==> config.mk <==
export PLATFORM = sky130hd
export DESIGN_NAME = sdly_calib
export DESIGN_NICKNAME = d
export VERILOG_FILES = /design/src/rtl/sdly_pkg.sv /design/src/rtl/sdly_limit.sv /design/src/rtl/sdly_idcmp.sv /design/src/rtl/sdly_pick.sv /design/src/rtl/sdly_regfmt.sv /design/src/rtl/sdly_calib.sv
export SDC_FILE = /design/constraint.sdc
export NUM_CORES = 1
export LEC_CHECK = 0
export BUFFER_PORTS_ARGS = -buffer_cell sky130_fd_sc_hd__buf_2
export CORE_AREA = 2 2 113 115
export DETAILED_ROUTE_END_ITERATION = 6
export DIE_AREA = 0 0 115 117
export PLACE_DENSITY = 0.89
export SYNTH_ARGS = -nofsm -noshare
export SYNTH_HDL_FRONTEND = slang
export SYNTH_SLANG_ARGS = --single-unit
==> constraint.sdc <==
create_clock -name clk -period 8.3 [get_ports clk]
set_input_delay 1.245 -clock clk [delete_from_list [all_inputs] [get_ports clk]]
set_output_delay 1.245 -clock clk [all_outputs]
set_load 0.02 [all_outputs]
==> src/rtl/sdly_pkg.sv <==
package sdly_pkg;
  typedef enum logic [2:0] {
    ST_IDLE,
    ST_REF,
    ST_SET,
    ST_ISSUE,
    ST_WAIT,
    ST_PICK
  } sdly_state_t;
endpackage

==> src/rtl/sdly_limit.sv <==
module sdly_limit #(
  parameter int VER_W  = 4,
  parameter int CELL_W = 9
) (
  input  logic [VER_W-1:0]  version,
  output logic [CELL_W-1:0] max_cells
);
  localparam logic [CELL_W-1:0] LIM_V4 = CELL_W'(511);
  localparam logic [CELL_W-1:0] LIM_V5 = CELL_W'(255);

  always_comb begin
    if (version == VER_W'(4))      max_cells = LIM_V4;
    else if (version == VER_W'(5)) max_cells = LIM_V5;
    else                           max_cells = '0;
  end
endmodule

==> src/rtl/sdly_idcmp.sv <==
module sdly_idcmp #(
  parameter int NBYTES = 3
) (
  input  logic [8*NBYTES-1:0] ref_id,
  input  logic [8*NBYTES-1:0] rd_id,
  output logic                match,
  output logic                absent
);
  logic [NBYTES-1:0] byte_eq;

  genvar gi;
  generate
    for (gi = 0; gi < NBYTES; gi++) begin : g_byte
      assign byte_eq[gi] = (ref_id[8*gi +: 8] == rd_id[8*gi +: 8]);
    end
  endgenerate

  assign match  = &byte_eq;
  assign absent = ((rd_id[7:0] == 8'hFF) && (rd_id[15:8] == 8'hFF)) ||
                  ((rd_id[7:0] == 8'h00) && (rd_id[15:8] == 8'h00));
endmodule

==> src/rtl/sdly_pick.sv <==
module sdly_pick #(
  parameter int CELL_W  = 9,
  parameter int MIN_WIN = 80
) (
  input  logic              any_pass,
  input  logic [CELL_W-1:0] left,
  input  logic [CELL_W-1:0] right,
  input  logic [CELL_W-1:0] max_cells,
  output logic              ok,
  output logic [CELL_W-1:0] choice
);
  localparam int WW = CELL_W + 2;
  logic [WW-1:0] width;
  logic [WW-1:0] biased;
  logic [WW-1:0] centred;
  logic          low_bias;

  always_comb begin
    width    = WW'(right) - WW'(left);
    ok       = any_pass && (width >= WW'(MIN_WIN));
    low_bias = (left == '0) && (right < max_cells);
    biased   = WW'(left) + ((width * WW'(2)) / WW'(5));
    centred  = WW'(left) + (width / WW'(2));
    choice   = low_bias ? biased[CELL_W-1:0] : centred[CELL_W-1:0];
  end
endmodule

==> src/rtl/sdly_regfmt.sv <==
module sdly_regfmt #(
  parameter int CELL_W = 9,
  parameter int REG_W  = 16,
  parameter int EN_BIT = 15
) (
  input  logic [CELL_W-1:0] count,
  input  logic [CELL_W-1:0] max_cells,
  output logic [REG_W-1:0]  reg_val
);
  logic [CELL_W-1:0] clamped;

  always_comb begin
    clamped = (count > max_cells) ? max_cells : count;
    reg_val = '0;
    if (clamped != '0) begin
      reg_val[CELL_W-1:0] = clamped;
      reg_val[EN_BIT]     = 1'b1;
    end
  end
endmodule

==> src/rtl/sdly_calib.sv <==
module sdly_calib
  import sdly_pkg::*;
#(
  parameter int VER_W   = 4,
  parameter int FREQ_W  = 10,
  parameter int CELL_W  = 9,
  parameter int NBYTES  = 3,
  parameter int REG_W   = 16,
  parameter int EN_BIT  = 15,
  parameter int STEP    = 10,
  parameter int MIN_WIN = 80,
  parameter int THR_MHZ = 50,
  parameter int MIN_VER = 4,
  parameter logic [7:0] ID_CMD = 8'h9F
) (
  input  logic                 clk,
  input  logic                 rst,
  input  logic                 start,
  input  logic [VER_W-1:0]     version,
  input  logic [FREQ_W-1:0]    target_mhz,
  output logic                 probe_req,
  output logic [7:0]           probe_cmd,
  output logic [CELL_W-1:0]    probe_cells,
  input  logic                 probe_ack,
  input  logic [8*NBYTES-1:0]  probe_id,
  output logic                 slow_clk_sel,
  output logic                 dly_we,
  output logic [REG_W-1:0]     dly_data,
  output logic                 done,
  output logic                 success,
  output logic [CELL_W-1:0]    cells,
  output logic [CELL_W-1:0]    left_edge,
  output logic [CELL_W-1:0]    right_edge,
  output logic                 clk_drop_req
);
  localparam int ID_W = 8 * NBYTES;
  localparam int PW   = CELL_W + 1;

  sdly_state_t       st;
  logic [CELL_W-1:0] lim_now;
  logic [CELL_W-1:0] lim_q;
  logic [ID_W-1:0]   ref_q;
  logic [CELL_W-1:0] point;
  logic              any_pass;
  logic              hit;
  logic              rd_absent;
  logic              pick_ok;
  logic [CELL_W-1:0] pick_val;
  logic [REG_W-1:0]  fmt_point;
  logic [REG_W-1:0]  fmt_pick;
  logic [PW-1:0]     step_sum;
  logic [CELL_W-1:0] next_point;

  sdly_limit #(.VER_W(VER_W), .CELL_W(CELL_W)) u_limit (
    .version   (version),
    .max_cells (lim_now)
  );

  sdly_idcmp #(.NBYTES(NBYTES)) u_cmp (
    .ref_id (ref_q),
    .rd_id  (probe_id),
    .match  (hit),
    .absent (rd_absent)
  );

  sdly_pick #(.CELL_W(CELL_W), .MIN_WIN(MIN_WIN)) u_pick (
    .any_pass  (any_pass),
    .left      (left_edge),
    .right     (right_edge),
    .max_cells (lim_q),
    .ok        (pick_ok),
    .choice    (pick_val)
  );

  sdly_regfmt #(.CELL_W(CELL_W), .REG_W(REG_W), .EN_BIT(EN_BIT)) u_fmt_pt (
    .count     (point),
    .max_cells (lim_q),
    .reg_val   (fmt_point)
  );

  sdly_regfmt #(.CELL_W(CELL_W), .REG_W(REG_W), .EN_BIT(EN_BIT)) u_fmt_pk (
    .count     (pick_ok ? pick_val : '0),
    .max_cells (lim_q),
    .reg_val   (fmt_pick)
  );

  always_comb begin
    step_sum   = PW'(point) + PW'(STEP);
    next_point = (step_sum > PW'(lim_q)) ? lim_q : step_sum[CELL_W-1:0];
  end

  assign probe_cmd   = ID_CMD;
  assign probe_cells = point;

  always_ff @(posedge clk) begin
    if (rst) begin
      st           <= ST_IDLE;
      lim_q        <= '0;
      ref_q        <= '0;
      point        <= '0;
      any_pass     <= 1'b0;
      probe_req    <= 1'b0;
      slow_clk_sel <= 1'b0;
      dly_we       <= 1'b0;
      dly_data     <= '0;
      done         <= 1'b0;
      success      <= 1'b0;
      cells        <= '0;
      left_edge    <= '0;
      right_edge   <= '0;
      clk_drop_req <= 1'b0;
    end else begin
      done   <= 1'b0;
      dly_we <= 1'b0;
      unique case (st)
        ST_IDLE: begin
          if (start) begin
            lim_q        <= lim_now;
            point        <= '0;
            any_pass     <= 1'b0;
            success      <= 1'b0;
            cells        <= '0;
            left_edge    <= '0;
            right_edge   <= '0;
            clk_drop_req <= 1'b0;
            if (version >= VER_W'(MIN_VER) && target_mhz > FREQ_W'(THR_MHZ)) begin
              slow_clk_sel <= 1'b1;
              probe_req    <= 1'b1;
              st           <= ST_REF;
            end else begin
              if (version >= VER_W'(MIN_VER)) begin
                dly_we   <= 1'b1;
                dly_data <= '0;
              end
              done <= 1'b1;
            end
          end
        end
        ST_REF: begin
          if (probe_ack) begin
            probe_req    <= 1'b0;
            slow_clk_sel <= 1'b0;
            ref_q        <= probe_id;
            if (rd_absent) begin
              done <= 1'b1;
              st   <= ST_IDLE;
            end else begin
              st <= ST_SET;
            end
          end
        end
        ST_SET: begin
          dly_we   <= 1'b1;
          dly_data <= fmt_point;
          st       <= ST_ISSUE;
        end
        ST_ISSUE: begin
          probe_req <= 1'b1;
          st        <= ST_WAIT;
        end
        ST_WAIT: begin
          if (probe_ack) begin
            probe_req <= 1'b0;
            if (any_pass && !hit) begin
              st <= ST_PICK;
            end else begin
              if (hit) begin
                if (!any_pass) left_edge <= point;
                right_edge <= point;
                any_pass   <= 1'b1;
              end
              if (point == lim_q) begin
                st <= ST_PICK;
              end else begin
                point <= next_point;
                st    <= ST_SET;
              end
            end
          end
        end
        ST_PICK: begin
          success      <= pick_ok;
          cells        <= pick_ok ? pick_val : '0;
          dly_we       <= 1'b1;
          dly_data     <= fmt_pick;
          clk_drop_req <= !pick_ok;
          done         <= 1'b1;
          st           <= ST_IDLE;
        end
        default: st <= ST_IDLE;
      endcase
    end
  end

  // an outstanding probe keeps its request and setting until acknowledged
  a_r12_req_hold: assert property (@(posedge clk) disable iff (rst)
    probe_req && !probe_ack |=> probe_req && $stable(probe_cells));

  // completion is a single-cycle pulse
  a_r12_done_pulse: assert property (@(posedge clk) disable iff (rst)
    done |=> !done);

  // written count never exceeds the latched limit
  a_r11_clamp: assert property (@(posedge clk) disable iff (rst)
    dly_we |-> dly_data[CELL_W-1:0] <= lim_q);

  // a disabled write is entirely zero
  a_r11_zero_off: assert property (@(posedge clk) disable iff (rst)
    dly_we && !dly_data[EN_BIT] |-> dly_data == '0);

  // a reported success always spans the minimum window
  a_r7_window: assert property (@(posedge clk) disable iff (rst)
    done && success |-> (PW'(right_edge) - PW'(left_edge)) >= PW'(MIN_WIN));

  // chosen setting lies inside the passing window
  a_r9_inside: assert property (@(posedge clk) disable iff (rst)
    done && success |-> cells >= left_edge && cells <= right_edge);

  // the clock-drop request only appears alongside a failed completion
  a_r10_drop: assert property (@(posedge clk) disable iff (rst)
    $rose(clk_drop_req) |-> done && !success);

  // the slow clock is never held during a sweep register write
  a_r3_slow_ref: assert property (@(posedge clk) disable iff (rst)
    dly_we |-> !slow_clk_sel);
endmodule

Word level (Yosys, flattened, before mapping) --
Index checks and enable logic that the tools add are counted.
Operators by class: div/mod/pow operators 1, shift-type cells 0, add/subtract/negate cells 4, $lt $le $gt $ge 7, eq/ne operators 24, multiply operators 0, reductions and logical operators 33, mux-type cells 59, bitwise gates (word level) 0
Operator list (count):
- $mux W9 | 19
- $pmux W9 S2 | 4
- $mux W16 | 3
- $pmux W16 S3 | 1
- $eq A8 B8 Y1 | 3
- $ne A2 B2 Y1 const B | 10
- $add A9 B9 Y9 | 2
- $gt A9 B9 Y1 | 2
- $mux W3 | 6
- $reduce_bool A9 Y1 | 2
- $eq A8 B8 Y1 const B | 2
- $logic_not A8 Y1 | 2
- $mux W1 | 16
- $reduce_and A4 Y1 | 4
- $pmux W3 S5 | 1
- $div A11 B3 Y11 const B | 1
- $ge A11 B7 Y1 const B | 1
- $add A9 B4 Y10 const B | 1
- $gt A10 B6 Y1 const B | 1
- $gt A10 B9 Y1 | 1
- $pmux W1 S2 | 5
- $reduce_and A5 Y1 | 2
- $sub A9 B9 Y10 | 1
- $eq A9 B9 Y1 | 1
- 21 further kinds | 37
Word-level totals: output and inout port bits 66, register bits after elaboration 95, input port bits 42, memories 0, word-level logic and storage cells 143, memory bits (read-only) 0, RAM bits 0, latch bits 0

Longest topological paths before layout --
depth in word-level cells 10, mapped depth 37, mapped depth without buffers 35

By module --
Synthesis repeated with hierarchy kept, for this count alone.
Unflattened totals: cells, all modules 1059, area, all modules 8162.8 sq um
By module, submodules not included:
- sdly_calib | sequential area each 1901.8 sq um, cells an instance 516, area an instance 4282.9 sq um, times used 1
- sdly_pick | sequential area each 0.0 sq um, cells an instance 303, area an instance 2102.0 sq um, times used 1
- sdly_regfmt | sequential area each 0.0 sq um, cells an instance 94, area an instance 688.2 sq um, times used 2
- sdly_idcmp | sequential area each 0.0 sq um, cells an instance 43, area an instance 326.6 sq um, times used 1
- sdly_limit | sequential area each 0.0 sq um, cells an instance 9, area an instance 75.1 sq um, times used 1

Least setup slack after synthesis --
No wires, ideal clock.
path type reg2reg, start point reg right_edge[0], end point reg dly_data[1], library setup time 0.128 ns, period minus slack after synthesis 6.743 ns, path buffers 1, data required time 8.172 ns, arrival time 6.615 ns, setup slack 1.557 ns, cell stages (with the launch flop) 37, cell sequence dfxtp_1 > inv_1 > ha_1 > fa_1 > nand2b_1 > a21oi_2 > or3_4 > and3_1 > buf_2 > nand2_2 > o21ai_1 > a221oi_2 > o22a_1 > or4_1 > o211ai_1 > a21oi_1 > o31a_1 > o22ai_1 > ha_1 > inv_1 > fa_1 > inv_1 > a21oi_1 > o21bai_1 > a21oi_1 > o21bai_1 > xnor2_1 > nor2_1 > ha_1 > a21o_1 > a21oi_1 > o21ai_0 > o21ai_1 > nor2_1 > a32o_1 > a311oi_1 > nor2_1
On the way: cells in the longest elaborated chain, start to end 10, elaborated cells between the ends (all ways) 15, classes of those cells add/sub (3); div (1); order compare (3); mux (5); reduce/logical (3)
Ends and longest elaborated chain:
- from (decl) | line sdly_calib.sv:33 | output logic [CELL_W-1:0] right_edge,
- from (signal assigned) | line sdly_calib.sv:169 | right_edge <= point;
- $sub A9 B9 Y10 | line sdly_pick.sv:19 | width = WW'(right) - WW'(left);
- $div A11 B3 Y11 | line sdly_pick.sv:22 | biased = WW'(left) + ((width * WW'(2)) / WW'(5));
- $add A9 B9 Y9 | line sdly_pick.sv:22
- $mux W9 | line sdly_pick.sv:24 | choice = low_bias ? biased[CELL_W-1:0] : centred[CELL_W-1:0];
- $mux W9 (*) | line sdly_calib.sv:82 | .count (pick_ok ? pick_val : '0),
- $gt A9 B9 Y1 | line sdly_regfmt.sv:13 | clamped = (count > max_cells) ? max_cells : count;
- $mux W9 (*) | line sdly_regfmt.sv:13
- $reduce_bool A9 Y1 | line sdly_regfmt.sv:15 | if (clamped != '0) begin
- $mux W9 (*) | line sdly_regfmt.sv:15
- $pmux W16 S3 (*) | line sdly_calib.sv:115 | unique case (st)
- to (signal assigned) | line sdly_calib.sv:154 | dly_data <= fmt_point;
- to (signal assigned) | line sdly_calib.sv:185 | dly_data <= fmt_pick;
- to (decl) | line sdly_calib.sv:28 | output logic [REG_W-1:0] dly_data,
Every way passes the cells marked *; elsewhere a longest branch is shown, timed or not. A chain may end at the register's enable or synchronous reset.

Final worst setup path --
Same ends and word-level chain as after synthesis.

==> impl_metrics.yaml <==
status:
  status: "complete, no violations"
logic_synthesis:
  yosys.area.top_type: "dfxtp_1"
  syn_area_per_cell_sq_um: 7.75
  ys_seq_area_share_pct: 23.7
  postSynthCellCount: 894
  synth_top_area_share_pct: 23.7
  synth_ff_type: "dfxtp_1"
  syn_area_sq_um: 6930
  synth.area.top_cells: "dfxtp_1, ha_1, a21oi_1"
  synth_edf_count: 0
  synthArstFlopShare_pct: 0
  ys_ff_latch: 82
  ys_warn_count: 0
  yosys.cell_types.count: 89
sta:
  timing.hold.ws_ns: 0.457
  drv_slew: 0
  clock.fmax_mhz: 132
  timing.final.crit_share_pct: 91.0
  hold_viol: 0
  fin_ws_ns: 0.745
  post-route-min-period_ns: 7.56
  fin_skew_ns: 0.00889
  worstMarginPinSlew_ns: 1.21
  setup_violations: 0
  tns_ns: 0
  relSlewSlack_pct: 19.1
  rsz0062_at_grt: "no"
critical_path:
  crit_path_start_kind: "register"
  endpoint_kind: "register"
  required_ns: 8.51
  critPathMaxFanout: 13
  cp.arrival_ns: 7.76
  cp_slowest_cell: "a2111oi_2"
  cpPeakStageDelay_ns: 0.52
  critPathKind: "reg -> reg"
clock_network:
  numCtsBuffers: 9
  root_buffer: "clkbuf_16"
  h-tree-depth: 3
  clk_pin_slew_worst_paths_ns: 0.07
  cts_hold_buf: 0
  cts-resized-gates: 0
  clockBufferDepth: 2
  clock-sinks: 82
  post-cts-setup-buffer-count: 0
  cts_tree: "yes"
  clk_latency_ns: 0.35
grt:
  first_global_vias: 6419
  grt_util_all_layers_pct: 28.1
  antenna_found_initial: 0
  grt-ovfl-total: 0
  grt_max_degree: 87
  grt_pass1_wl_mm: 30.9
power:
  power_density_nw_per_um2: 126
  p_leak_nw: 3.26
  peakVddDrop_v: 0.000134
placed_design:
  routabilityCongestion: 0.976
  dp_hpwl_mm: 13.8
  port_buffers: 93
  place_ws_ns: 0.855
detailed_routing:
  route.detailed.drc: 0
  wl_mm: 18.6
  vias_per_cell: 6.29
  drtIter0Drc: 760
  ant_nets: 0
  vias: 6999
  wl_per_cell_um: 16.7
  drt_first_pass_iters: 5
floorplan:
  start_util_pct: 56.3
  core-area_sq_um: 12300
  rows: 41
  die_area_sq_um: 13500
  fp.dieW_um: 115
  io_pins: 108
  die_y_um: 117
finish:
  layout_common_cells: "nand2_1, buf_2, a21oi_1, dfxtp_1, nor2_1"
  antenna_cells: 0
  nNetsFinal: 1052
  mostFrequentLayoutCell: "nand2_1"
  final_core_util_pct: 62.4
  syn2layout_area_growth_pct: 10.9
  final_layout_size_suffix_gt1_share_pct: 16.7
hold_path:
  hold_path_class: "reg -> reg"
run:
  cap_violations: 0
==> stage by stage <==
stage	cell area (sq um)	total power, mW	instances
floorplan	6980	0.548	906
global placement	7400	0.584	1096
detailed placement	7400	0.589	1096
CTS	7690	0.967	1112
global route	7690	1.01	1112
finish	7690	0.968	1112
==> path summary, 6_finish.rpt <==
path / start / end / slack, ns / cells past startpoint
worst max-delay path: right_edge[0] / dly_data[1] / 0.74 / 34
worst min-delay path: cells[7] / cells[7] / 0.46 / 2
worst min register to register: cells[7] / cells[7] / 0.46 / 2
worst max register to register: right_edge[0] / dly_data[1] / 0.74 / 34
==> final cells by class <==
type | count | area (sq um)
Clock buffer | 9 | 225
Multi-Input combinational cell | 731 | 4910
Clock inverter | 7 | 65.1
Timing Repair Buffer | 103 | 541
Sequential cell | 82 | 1640
Tap cell | 150 | 188
Inverter | 30 | 113
Fill cell | 1105 | 4630
==> report_power, final <==
group / switching, mW / internal [mW] / leakage [nW]
combinational: 0.105 / 0.0641 / 2.47
sequential: 0.0109 / 0.404 / 0.663
clock: 0.177 / 0.207 / 0.131
total: 0.293 / 0.675 / 3.26
==> routing by layer <==
layer	GRT usage, %	vias up	wire (um)
met3	5.05	42	1540
met1	37.5	3280	7970
li1	-	3351	-
met5	0	-	0
met4	8.67	0	394
met2	46.5	326	8710
==> flip-flops by register name (all words and copies together) (netlist names) <==
register      cells
clk_drop_req      1
lim_q             2
cells             9
st                3
success           1
right_edge        9
ref_q            24
any_pass          1
left_edge         9
dly_we            1
probe_req         1
done              1
slow_clk_sel      1
probe_cells       9
dly_data         10
==> kinds of logic (layout without fill, tap and decap cells) <==
family          Yosys count  count (layout)  share of synthesized area (%)
buf+inv                  93             149                           6.16
flops                    82              82                           23.7
other cells               2              14                          0.108
simple gates            317             317                           22.0
fa+ha+maj                54              54                           9.95
compound gates          275             275                           28.2
xor+xnor                 48              48                           6.55
mux                      23              23                           3.38
==> cells in the mapped netlist, types with 12 or more instances <==
cell      number
dfxtp_1       82
nor2_1        76
a21o_1        23
clkbuf_1      40
a21oi_1       87
nand2_1      108
o21a_1        13
xnor2_1       31
buf_4         15
mux2i_1       20
inv_1         30
nor4_1        17
o21ai_0       25
ha_1          51
nand4_1       12
nand3_1       21
a31oi_1       16
xor2_1        14
nor3_1        16
==> worst max-delay path: cells and delay by family, from the launching register on <==
kind                     cells  cell delay, ns
buffers and inverters        4            0.41
adder cells (fa/ha/maj)      5            1.52
AO/OA/AOI/OAI               16            3.30
XOR/XNOR                     1            0.19
flip-flops                   1            0.35
AND/OR/NAND/NOR              8            1.66
(Power assumes the default switching activity.)
